`src/rtl/mseq_pkg.sv`:
```
package mseq_pkg;

  localparam int WORD_W  = 8;
  localparam int PITCH_W = 5;
  localparam int LEN_W   = 3;
  localparam int HALF_W  = 8;
  localparam int TDIV_W  = 6;
  localparam int UNITS_W = 5;

  localparam logic [WORD_W-1:0]  END_WORD  = 8'h5F;
  localparam logic [PITCH_W-1:0] TIE_CODE  = 5'd30;
  localparam logic [PITCH_W-1:0] TEMPO_LOW = 5'd3;

  typedef enum logic [2:0] {
    SQ_IDLE,
    SQ_DELAY,
    SQ_FETCH,
    SQ_DECODE,
    SQ_HOLD
  } seq_state_t;

  // half-period of each pitch in tone clocks; 0 means silent
  function automatic logic [HALF_W-1:0] note_half_period(input logic [PITCH_W-1:0] code);
    logic [HALF_W-1:0] h;
    case (code)
      5'd1:  h = 8'd188;
      5'd2:  h = 8'd177;
      5'd3:  h = 8'd167;
      5'd4:  h = 8'd158;
      5'd5:  h = 8'd149;
      5'd6:  h = 8'd141;
      5'd7:  h = 8'd133;
      5'd8:  h = 8'd125;
      5'd9:  h = 8'd118;
      5'd10: h = 8'd112;
      5'd11: h = 8'd105;
      5'd12: h = 8'd99;
      5'd13: h = 8'd94;
      5'd14: h = 8'd89;
      5'd15: h = 8'd84;
      5'd16: h = 8'd79;
      5'd17: h = 8'd74;
      5'd18: h = 8'd70;
      5'd19: h = 8'd66;
      5'd20: h = 8'd63;
      5'd21: h = 8'd59;
      5'd22: h = 8'd56;
      5'd23: h = 8'd53;
      5'd24: h = 8'd50;
      5'd25: h = 8'd47;
      5'd26: h = 8'd44;
      5'd27: h = 8'd42;
      default: h = 8'd0;
    endcase
    return h;
  endfunction

  // step length in sixteenth units
  function automatic logic [UNITS_W-1:0] len_units(input logic [LEN_W-1:0] code);
    logic [UNITS_W-1:0] u;
    case (code)
      3'd0: u = 5'd1;
      3'd1: u = 5'd2;
      3'd2: u = 5'd3;
      3'd3: u = 5'd4;
      3'd4: u = 5'd6;
      3'd5: u = 5'd8;
      3'd6: u = 5'd12;
      default: u = 5'd16;
    endcase
    return u;
  endfunction

  function automatic logic [TDIV_W-1:0] tempo_divider(input logic [PITCH_W-1:0] code);
    return (code < TEMPO_LOW) ? 6'd4 : ({1'b0, code} + 6'd1);
  endfunction

endpackage

```
`src/rtl/mseq_step_decode.sv`:
```
module mseq_step_decode
  import mseq_pkg::*;
#(
  parameter int DUR_W     = 20,
  parameter int UNIT_CLKS = 1536
) (
  input  logic [WORD_W-1:0]  word_i,
  input  logic [PITCH_W-1:0] tempo_i,
  output logic               is_end_o,
  output logic               is_tie_o,
  output logic [HALF_W-1:0]  half_o,
  output logic [DUR_W-1:0]   dur_o
);

  logic [PITCH_W-1:0] pitch;
  logic [LEN_W-1:0]   len;
  logic [31:0]        prod;

  always_comb begin
    pitch    = word_i[PITCH_W-1:0];
    len      = word_i[WORD_W-1:PITCH_W];
    is_end_o = (word_i == END_WORD);
    is_tie_o = (pitch == TIE_CODE);
    half_o   = note_half_period(pitch);
    prod     = 32'(len_units(len)) * 32'(tempo_divider(tempo_i)) * 32'(UNIT_CLKS);
    dur_o    = prod[DUR_W-1:0];
  end

endmodule

```
`src/rtl/mseq_step_ctrl.sv`:
```
module mseq_step_ctrl
  import mseq_pkg::*;
#(
  parameter int ADDR_W     = 6,
  parameter int CNT_W      = 20,
  parameter int START_CLKS = 2048
) (
  input  logic              clk,
  input  logic              rst,
  input  logic              play_i,
  input  logic              is_end_i,
  input  logic [CNT_W-1:0]  dur_i,
  output logic [ADDR_W-1:0] addr_o,
  output logic              step_load_o,
  output logic              playing_o
);

  seq_state_t        state;
  logic [CNT_W-1:0]  cnt;
  logic [ADDR_W-1:0] addr;

  always_ff @(posedge clk) begin
    if (rst || !play_i) begin
      state <= SQ_IDLE;
      cnt   <= '0;
      addr  <= '0;
    end else begin
      case (state)
        SQ_IDLE: begin
          state <= SQ_DELAY;
          cnt   <= CNT_W'(START_CLKS - 1);
        end
        SQ_DELAY: begin
          if (cnt == '0) state <= SQ_FETCH;
          else           cnt   <= cnt - 1'b1;
        end
        SQ_FETCH: state <= SQ_DECODE;
        SQ_DECODE: begin
          if (is_end_i) begin
            addr  <= '0;
            state <= SQ_FETCH;
          end else begin
            addr  <= addr + 1'b1;
            cnt   <= dur_i - 1'b1;
            state <= SQ_HOLD;
          end
        end
        SQ_HOLD: begin
          if (cnt == '0) state <= SQ_FETCH;
          else           cnt   <= cnt - 1'b1;
        end
        default: state <= SQ_IDLE;
      endcase
    end
  end

  assign addr_o      = addr;
  assign step_load_o = (state == SQ_DECODE) && !is_end_i;
  assign playing_o   = (state == SQ_FETCH) || (state == SQ_DECODE) || (state == SQ_HOLD);

  // an end word sends the pointer back to the first step
  a_r1_end_wraps: assert property (@(posedge clk) disable iff (rst)
    (state == SQ_DECODE && is_end_i) |=> (addr == '0));

  // each loaded step advances the pointer by one, modulo the RAM depth
  a_r10_addr_step: assert property (@(posedge clk) disable iff (rst)
    (state == SQ_DECODE && !is_end_i && play_i) |=> (addr == $past(addr) + 1'b1));

  // the pointer sits at 0 throughout the start delay
  a_r8_delay_addr0: assert property (@(posedge clk) disable iff (rst)
    (state == SQ_DELAY) |-> (addr == '0));

  // every loaded step has a non-zero duration
  a_r6_dur_nonzero: assert property (@(posedge clk) disable iff (rst)
    step_load_o |-> (dur_i != '0));

endmodule

```
`src/rtl/mseq_tone_gen.sv`:
```
module mseq_tone_gen
  import mseq_pkg::*;
(
  input  logic              clk,
  input  logic              rst,
  input  logic              run_i,
  input  logic              load_i,
  input  logic              tie_i,
  input  logic [HALF_W-1:0] half_i,
  output logic              tone_o
);

  logic [HALF_W-1:0] pitch;
  logic [HALF_W-1:0] tcnt;
  logic              tone;

  always_ff @(posedge clk) begin
    if (rst || !run_i) begin
      pitch <= '0;
      tcnt  <= '0;
      tone  <= 1'b0;
    end else if (load_i && !tie_i) begin
      pitch <= half_i;
      tcnt  <= '0;
      tone  <= 1'b0;
    end else if (pitch != '0) begin
      if (tcnt == pitch - 1'b1) begin
        tcnt <= '0;
        tone <= ~tone;
      end else begin
        tcnt <= tcnt + 1'b1;
      end
    end
  end

  assign tone_o = tone;

  // a silent step never drives the output high
  a_r3_rest_quiet: assert property (@(posedge clk) disable iff (rst)
    (pitch == '0) |-> !tone);

  // the half-period count stays below the selected divider
  a_r2_count_bound: assert property (@(posedge clk) disable iff (rst)
    (pitch != '0) |-> (tcnt < pitch));

  // a tie keeps the sounding pitch
  a_r4_tie_keeps_pitch: assert property (@(posedge clk) disable iff (rst)
    (run_i && load_i && tie_i) |=> (pitch == $past(pitch)));

endmodule

```
`src/rtl/melody_seq.sv`:
```
module melody_seq
  import mseq_pkg::*;
#(
  parameter int ADDR_W    = 6,
  parameter int REF_DIV   = 4,
  parameter int UNIT_REF  = 384,
  parameter int START_REF = 512
) (
  input  logic              clk,
  input  logic              rst,
  input  logic              play_i,
  input  logic [4:0]        tempo_i,
  output logic [ADDR_W-1:0] ram_addr_o,
  input  logic [7:0]        ram_data_i,
  output logic              tone_o
);

  localparam int UNIT_CLKS  = UNIT_REF * REF_DIV;
  localparam int START_CLKS = START_REF * REF_DIV;
  localparam int MAX_DUR    = 16 * 32 * UNIT_CLKS;
  localparam int CNT_MAX    = (MAX_DUR > START_CLKS) ? MAX_DUR : START_CLKS;
  localparam int CNT_W      = $clog2(CNT_MAX + 1);

  logic              is_end;
  logic              is_tie;
  logic [HALF_W-1:0] half;
  logic [CNT_W-1:0]  dur;
  logic              step_load;
  logic              playing;
  logic              run;

  mseq_step_decode #(
    .DUR_W     (CNT_W),
    .UNIT_CLKS (UNIT_CLKS)
  ) u_dec (
    .word_i   (ram_data_i),
    .tempo_i  (tempo_i),
    .is_end_o (is_end),
    .is_tie_o (is_tie),
    .half_o   (half),
    .dur_o    (dur)
  );

  mseq_step_ctrl #(
    .ADDR_W     (ADDR_W),
    .CNT_W      (CNT_W),
    .START_CLKS (START_CLKS)
  ) u_ctrl (
    .clk         (clk),
    .rst         (rst),
    .play_i      (play_i),
    .is_end_i    (is_end),
    .dur_i       (dur),
    .addr_o      (ram_addr_o),
    .step_load_o (step_load),
    .playing_o   (playing)
  );

  assign run = playing && play_i;

  mseq_tone_gen u_tone (
    .clk    (clk),
    .rst    (rst),
    .run_i  (run),
    .load_i (step_load),
    .tie_i  (is_tie),
    .half_i (half),
    .tone_o (tone_o)
  );

  // dropping play silences the output and rewinds on the same edge
  a_r9_stop_now: assert property (@(posedge clk) disable iff (rst)
    !play_i |=> (!tone_o && ram_addr_o == '0));

endmodule

```
`config.mk`:
```
export PLATFORM = sky130hd
export DESIGN_NAME = melody_seq
export DESIGN_NICKNAME = d
export VERILOG_FILES = /design/src/rtl/mseq_pkg.sv /design/src/rtl/mseq_step_decode.sv /design/src/rtl/mseq_step_ctrl.sv /design/src/rtl/mseq_tone_gen.sv /design/src/rtl/melody_seq.sv
export SDC_FILE = /design/constraint.sdc
export NUM_CORES = 1
export LEC_CHECK = 0
export ABC_AREA = 1
export BUFFER_PORTS_ARGS = -buffer_cell sky130_fd_sc_hd__buf_2
export CAP_MARGIN = 20
export CORE_UTILIZATION = 35
export DETAILED_ROUTE_END_ITERATION = 16
export MAX_ROUTING_LAYER = met4
export PLACE_DENSITY_LB_ADDON = 0.12
export SYNTH_ARGS = -nofsm -noshare
export SYNTH_HDL_FRONTEND = slang
export SYNTH_SLANG_ARGS = --single-unit
```
`constraint.sdc`:
```
create_clock -name clk -period 6.1 [get_ports clk]
set_input_delay 1.22 -clock clk [delete_from_list [all_inputs] [get_ports clk]]
set_output_delay 1.22 -clock clk [all_outputs]
set_load 0.03 [all_outputs]
```
==> metrics.md, run 1 <==
| Metric | Value |
|---|---|
| Status | complete, no violations |
| Port bufs | 22 |
| Reg2reg end | u_ctrl.cnt[10] |
| # fillers | 1465 |
| Synth Area in Compound Gates | 15.6% |
| Reg2Reg Setup Slack | 3.35 ns |
| FF-to-FF path depth | 7 |
| Final setup fails | 0 |
| CP startpoint | ram_data_i[7] |
| Combinational cell fraction of total power | 55.0% |
| # rows | 42 |
| Slew HR | 37.0% |
| Peak supply drop | 0.101 mV |
| Initial antenna violation count | 0 |
| Inst Count DP | 928 |
| Yosys warnings | 0 |
| CP required | 6.32 ns |
| Top cells by instance count after synthesis | 154 x nand2_1, 119 x inv_1, 83 x nor2_1 |
| Crit path depth | 24 |
| Vias | 4598 |
| Fin crit share | 93.6% |
| Postcts setup bufs | 0 |
| Sequential share of the synthesized area | 19.4% |
| Slowest stage delay, CP | 0.54 ns |
| Total grt overflow | 0 |
| Simple-Gate Fraction of Synth Area | 31.4% |
| Drt first pass iters | 5 |
| Synthesized Nets | 802 |
| PwrDens | 248 nW/um^2 |
| Clock skew | 0.00657 ns |
| Reg power frac | 24.4% |
| Vias in the first global route | 4306 |
| Top-count cell post-synth | nand2_1 |
| Most common cell on crit path | nand3_1 |
| Clk buf depth | 2 |
| Post-Synth XOR/XNOR Area | 6.33% |
| DRT Wirelength | 11300 um |
| I/O Pins | 23 |
| Post-synth EDFFs | 0 |
| Design internal power | 739 uW |
| CP bufs+invs | 4 |
| Die Area | 14000 um^2 |
| Post-synthesis adder-cell area fraction | 16.3% |
| Overall die height | 118 um |
| Register bit total from synthesis | 46 |
| Highest Clock Rate | 0.175 GHz |
| Ant. Diodes | 0 |
| Max cap viols | 0 |
| Final HPWL DP | 9040 um |
| CTS buffer count | 5 |
| GPL Wtd Cong | 0.907 |
| Post-synthesis mux area share | 0% |
| Crit-path cells | buf_2, inv_1, o21ai_0, inv_1, nand2_1, fa_1, fa_1, fa_1, inv_1, ha_1, nand2_1, nand3_1, xor2_2, ha_1, a21oi_1, a21boi_0, nand3_1, nand2_1, nand3_1, nor2_1, nand2_1, nand3_1, nand3_1, a21oi_1 |
| Layout cell share with drive strength beyond 1 | 10.8% |
| Starting DRT DRC Count | 272 |
| Sw Ratio | 43.4% |
| H-tree depth | 2 |
| LEAKAGE | 0.00260 uW |
| Synthesized area per cell | 6.49 um^2 |
| Setup TNS | 0 ns |
| Core ar. | 13200 um^2 |
| Clk pwr share | 20.6% |
| Slowest stage cell, crit path | fa_1 |
| End of the critical path | u_ctrl.cnt[19] |
| First-pass GRT wire length | 19400 um |
| Crit path kind | in2reg |
| Layout area overhead | 11.0% |
| Main combinational cell family by area after synthesis | simple AND/OR/NAND/NOR gates |
| Tot GR Track Use | 16.9% |
| Syn Std Cell Area | 4750 um^2 |
| CP max FO | 4 |
| R2R Path Start | u_ctrl.state[0] |
| Cell accounting for the most synthesized area | dfxtp_1 |
| CTS tree | built |
| DRC violations left | 0 |
| Die width | 118 um |
| Largest net degree at the start of global routing | 26 |
| Hold buffers post-CTS | 0 |
| Clock transition at path regs | 0.06 ns |
| Syn Inst Count | 732 |
| Hold Violations, Final | 0 |
| Worst slew pin tran | 0.942 ns |
| Crit. End Element | register |
| Fin crit period | 5.71 ns |
| Crit path arrival time | 5.93 ns |
| Synth Flop Type | dfxtp_1 |
| Root Buffer | clkbuf_16 |
| DRT antenna net count | 0 |
| P_sw | 566 uW |
| Initial Util | 35.8% |
| Crit path max-delay family | adder cells |
| Count of different cell masters after synthesis | 50 |
| Final Max Tran Viols | 0 |
| Average wire per standard cell | 12.0 um |
| Worst Hold Class | reg2reg |
| Top-area cell type share of the netlist area | 19.4% |
| Top cells by area, synth | dfxtp_1 19%, nand2_1 12%, ha_1 11% |
| Nets | 829 |
| Clk_lat worst skew | 0.29 ns |
| Via/cell ratio | 4.91 |
| Post-synth ARST share | 0% |
| Post_cts resized | 0 |
| Number of clock sinks | 46 |
| CP startpoint kind | input pin |
| Fin cells | 936 |
-- registers in the layout, summed over array words and instances (netlist names) --
register and flops:
u_tone.pitch 8, u_ctrl.state 3, u_ctrl.addr_o 6, u_tone.tone_o 1, u_tone.tcnt 8, u_ctrl.cnt 20
-- power by group through the flow --
stage / clock network [uW] / registers [uW] / logic (uW)
2_1_floorplan: 0 / 323 / 560
3_3_place_gp: 0 / 325 / 689
3_5_place_dp: 0 / 325 / 695
4_1_cts: 277 / 318 / 699
5_1_grt: 288 / 320 / 817
6_report: 268 / 319 / 718
-- worst register-to-register path, stage by stage (launching register included) --
cell,delay (ns)
dfxtp_1,0.42
nand2_1,0.09
nor2_1,0.71
nand2_1,0.29
nand3_2,0.35
inv_1,0.41
o21ai_0,0.29
a31oi_1,0.06
-- final cells by class --
class                   count  area [um^2]  area share [%]
inverters                 128          480            9.12
clock inverters             2         13.8           0.261
well taps                 176          220            4.18
repair buffers             28          155            2.94
clock buffers               6          129            2.45
multi-input cells         550         3350            63.6
flip-flops and latches     46          921            17.5
-- cells in the final DEF, fill, tap and decap left out, types with 2 or more instances in the layout --
cell type  instances
clkbuf_16          5
ha_4               2
o211ai_1           5
nor4_1             2
nand2_2            9
inv_1            119
fa_1              13
inv_2              8
xor2_1            14
and3_1             3
nand3_2            6
buf_4              6
nor2_1            83
ha_1              39
nand2_1          154
or2_2              4
o22ai_1            2
nand4_1           12
xor2_2             2
a31oi_1           10
o221ai_1           2
nor3_1            13
o21ai_0           55
nand3_1           34
xnor2_1           12
a211oi_1           4
nor2_2             4
buf_2             22
a21oi_2            2
dfxtp_1           46
nor4_2             2
a21oi_1           42
nor3_2             2
-- layer usage --
metal	GRT usage, %	part of all wire, %
met5	-	0
met1	22.3	51
met3	1.74	2.6
met4	4.59	1.8
met2	27.5	45
-- cells by family after synthesis --
family | Yosys count
AO/OA/AOI/OAI | 132
flip-flops | 46
buffers and inverters | 136
XOR/XNOR | 30
AND/OR/NAND/NOR | 334
adder cells (fa/ha/maj) | 54
-- through the flow --
| step | utilization [%] | setup WS, ns | total power [uW] | area, um^2 | hold slack (ns) |
|---|---|---|---|---|---|
| floorplan | - | 0.516 | 883 | 4750 | 0.431 |
| global placement | 38.4 | 0.0153 | 1010 | 5080 | 0.447 |
| detailed placement | 38.4 | 0.00399 | 1020 | 5080 | 0.451 |
| CTS | 39.4 | 0.284 | 1290 | 5220 | 0.461 |
| global route | 39.8 | -0.0172 | 1420 | 5270 | 0.490 |
| finish | 39.8 | 0.391 | 1300 | 5270 | 0.465 |
-- worst min-delay path by stage --
stage,slack [ns],end,cells past startpoint,startpoint
2_1_floorplan,0.43,u_ctrl.cnt[0],1,u_ctrl.cnt[0]
3_3_place_gp,0.45,u_ctrl.cnt[0],1,u_ctrl.cnt[0]
3_5_place_dp,0.45,u_ctrl.cnt[0],1,u_ctrl.cnt[0]
4_1_cts,0.46,u_ctrl.cnt[0],1,u_ctrl.cnt[0]
5_1_grt,0.49,u_ctrl.cnt[0],1,u_ctrl.cnt[0]
6_report,0.47,u_ctrl.cnt[0],1,u_ctrl.cnt[0]
Note: power is estimated with default switching activity, not from simulation.
==> inputs of run 2 (changes only) <==
--- a/config.mk
+++ b/config.mk
@@ -8,10 +8,11 @@
 export ABC_AREA = 1
 export BUFFER_PORTS_ARGS = -buffer_cell sky130_fd_sc_hd__buf_2
 export CAP_MARGIN = 20
-export CORE_UTILIZATION = 35
+export CORE_UTILIZATION = 50
 export DETAILED_ROUTE_END_ITERATION = 16
 export MAX_ROUTING_LAYER = met4
 export PLACE_DENSITY_LB_ADDON = 0.12
+export REMOVE_ABC_BUFFERS = 1
 export SYNTH_ARGS = -nofsm -noshare
 export SYNTH_HDL_FRONTEND = slang
 export SYNTH_SLANG_ARGS = --single-unit
==> run 2 against run 1 <==
  * Final cell count is 7.1% lower
  * Setup slack worse by 0.043 ns
  * Via count is 0.30% higher
  * Global-route usage rose by 6.7 points
  * Sequential power is essentially flat
  * Non-clock buffer count fell by 1
  * Clock-buffer cell count grew 1
  * Sequential share of layout area increased by 0.38 points
  * Hold slack worse by 0.0060 ns
==> metrics.md, run 2 (synthesis results as in run 1) <==
| Metric | Value |
|---|---|
| Status | complete, no violations |
| Top reg by flops | u_ctrl.cnt |
| Initial antenna violation count | 0 (unchanged) |
| Port bufs | 22 (unchanged) |
| Ant. Diodes | 0 (unchanged) |
| Fin crit share | 94.3% (+0.71 points) |
| Vias in the first global route | 4403 (+2.3%) |
| Peak supply drop | 0.279 mV (+180%) |
| Layout cell share with drive strength beyond 1 | 11.1% (+0.28 points) |
| Starting DRT DRC Count | 204 (-25%) |
| I/O Pins | 23 (unchanged) |
| Final setup fails | 0 (unchanged) |
| Core ar. | 9200 um^2 (-31%) |
| Hold Violations, Final | 0 (unchanged) |
| End of the critical path | u_ctrl.cnt[19] |
| Most common cell on crit path | nand2_1 |
| Via/cell ratio | 5.30 (+7.9%) |
| # rows | 35 (-17%) |
| RSZ-0062 raised after global routing | false |
| DRT antenna net count | 0 (unchanged) |
| Drt first pass iters | 5 (unchanged) |
| Final Max Tran Viols | 0 (unchanged) |
| CP max FO | 5 (+1) |
| Top Registers | u_ctrl.cnt x20, u_tone.pitch x8, u_tone.tcnt x8 |
| Clk_lat worst skew | 0.30 ns (about the same) |
| Layout area overhead | 8.62% |
| Die width | 99.4 um (-16%) |
| Fin crit period | 5.75 ns (+0.0433 ns) |
| Nets | 828 (-0.12%) |
| Clk buf depth | 2 (unchanged) |
| Setup TNS | 0 ns (unchanged) |
| Die Area | 9890 um^2 (-30%) |
| Most common cell after layout, fill and taps aside | nand2_1 |
| Total grt overflow | 0 (unchanged) |
| Crit path kind | in2reg |
| Reg2Reg Setup Slack | 3.38 ns (+0.03 ns) |
| DRC violations left | 0 (unchanged) |
| Clock skew | 0.00785 ns (+0.00128 ns) |
| Average wire per standard cell | 12.4 um (+2.9%) |
| Highest Clock Rate | 0.174 GHz (-0.75%) |
| Final HPWL DP | 8520 um (-5.7%) |
| GPL Wtd Cong | 0.919 (+1.4%) |
| Initial Util | 51.6% (+16 points) |
| Crit. End Element | register |
| Crit path arrival time | 5.98 ns (+0.05 ns) |
| R2R Path Start | u_ctrl.state[2] |
| LEAKAGE | 0.00257 uW (-0.93%) |
| Reg2reg end | u_ctrl.cnt[15] |
| Largest net degree at the start of global routing | 26 (unchanged) |
| H-tree depth | 2 (unchanged) |
| Max reg flops | 20 (unchanged) |
| Vias | 4612 (+0.30%) |
| Slowest stage cell, crit path | fa_1 |
| CP startpoint | tempo_i[0] |
| Worst Hold Class | reg2reg |
| Max cap viols | 0 (unchanged) |
| CTS tree | built |
| Slew HR | 36.9% (-0.047 points) |
| FF-to-FF path depth | 8 (+1) |
| CP required | 6.33 ns (about the same) |
| Root Buffer | clkbuf_8 |
| DRT Wirelength | 10800 um (-4.4%) |
| Number of clock sinks | 46 (unchanged) |
| Clock transition at path regs | 0.09 ns (+0.03 ns) |
| Overall die height | 99.4 um (-16%) |
| Power, Total | 1270 uW (-2.4%) |
| Tot GR Track Use | 23.5% (+6.7 points) |
| Worst slew pin tran | 0.943 ns (+0.000703 ns) |
| CTS buffer count | 5 (unchanged) |
| Leading cell types in the layout, fill and taps excluded | 153 x nand2_1, 119 x inv_1, 82 x nor2_1 |
| Slowest stage delay, CP | 0.55 ns (about the same) |
| CP startpoint kind | input pin |
| First-pass GRT wire length | 19000 um (-2.1%) |
| PwrDens | 247 nW/um^2 (-0.23%) |
run 2: changes by cell type in the layout (fill, tap and decap cells not counted), sizes merged:
cell,delta
clkinv,-2
buf,-1
bufinv,+1
clkbuf,+1
run 2: cell type report:
| cell class | count | area, um^2 |
|---|---|---|
| Inverter | 128 | 480 |
| Clock buffer | 7 | 76.3 |
| Tap cell | 111 | 139 |
| Clock inverter | 1 | 30.0 |
| Multi-Input combinational cell | 550 | 3360 |
| Fill cell | 942 | 4040 |
| Sequential cell | 46 | 921 |
| Timing Repair Buffer | 27 | 148 |
run 2: metrics by stage:
stage | worst slack, ns | area [um^2] | hold slack [ns] | std cells | utilization [%]
5_1_grt | 0.00650 | 5160 | 0.505 | 870 | 56.1
3_3_place_gp | 0.171 | 4990 | 0.444 | 862 | 54.3
3_5_place_dp | 0.0403 | 4990 | 0.450 | 862 | 54.3
4_1_cts | 0.345 | 5100 | 0.463 | 870 | 55.4
6_report | 0.348 | 5160 | 0.459 | 870 | 56.1
2_1_floorplan | 0.505 | 4710 | 0.431 | 724 | -
run 2: worst min-delay path by stage:
stage                  startpoint             to  slack, ns  cells past startpoint
floorplan           u_ctrl.cnt[0]  u_ctrl.cnt[0]       0.43                      1
global placement    u_ctrl.cnt[0]  u_ctrl.cnt[0]       0.44                      1
detailed placement  u_ctrl.cnt[0]  u_ctrl.cnt[0]       0.45                      1
CTS                 u_ctrl.cnt[0]  u_ctrl.cnt[0]       0.46                      1
global route        u_ctrl.cnt[0]  u_ctrl.cnt[0]       0.50                      1
finish              u_ctrl.cnt[0]  u_ctrl.cnt[0]       0.46                      1
run 2: layer usage:
| layer | track usage, % | part of all wire, % | wire, um | vias to the layer above |
|---|---|---|---|---|
| met1 | 29.2 | 46 | 4970 | 2106 |
| met4 | 5.88 | 1.4 | 151 | 0 |
| met5 | - | 0 | 0 | - |
| met3 | 2.25 | 2.5 | 267 | 11 |
| li1 | - | - | - | 2420 |
| met2 | 41.2 | 50 | 5370 | 75 |
run 2: repair_timing:
action	4_1_cts	5_1_grt
endpoints found under the hold margin	0	0
gates resized for setup	0	10
hold buffers	0	0
endpoints found under the setup margin	0	1
buffers inserted	0	0
run 2: power breakdown:
group | internal, uW | switching, uW
Clock | 123 | 104
Combinational | 278 | 451
Sequential | 309 | 8.94
run 2: critical path: cells and delay by family:
kind	cells	cell delay, ns
adder cells (fa/ha/maj)	6	2.44
AND/OR/NAND/NOR	17	1.27
buffers and inverters	7	0.52
XOR/XNOR	2	0.39
AO/OA/AOI/OAI	1	0.16
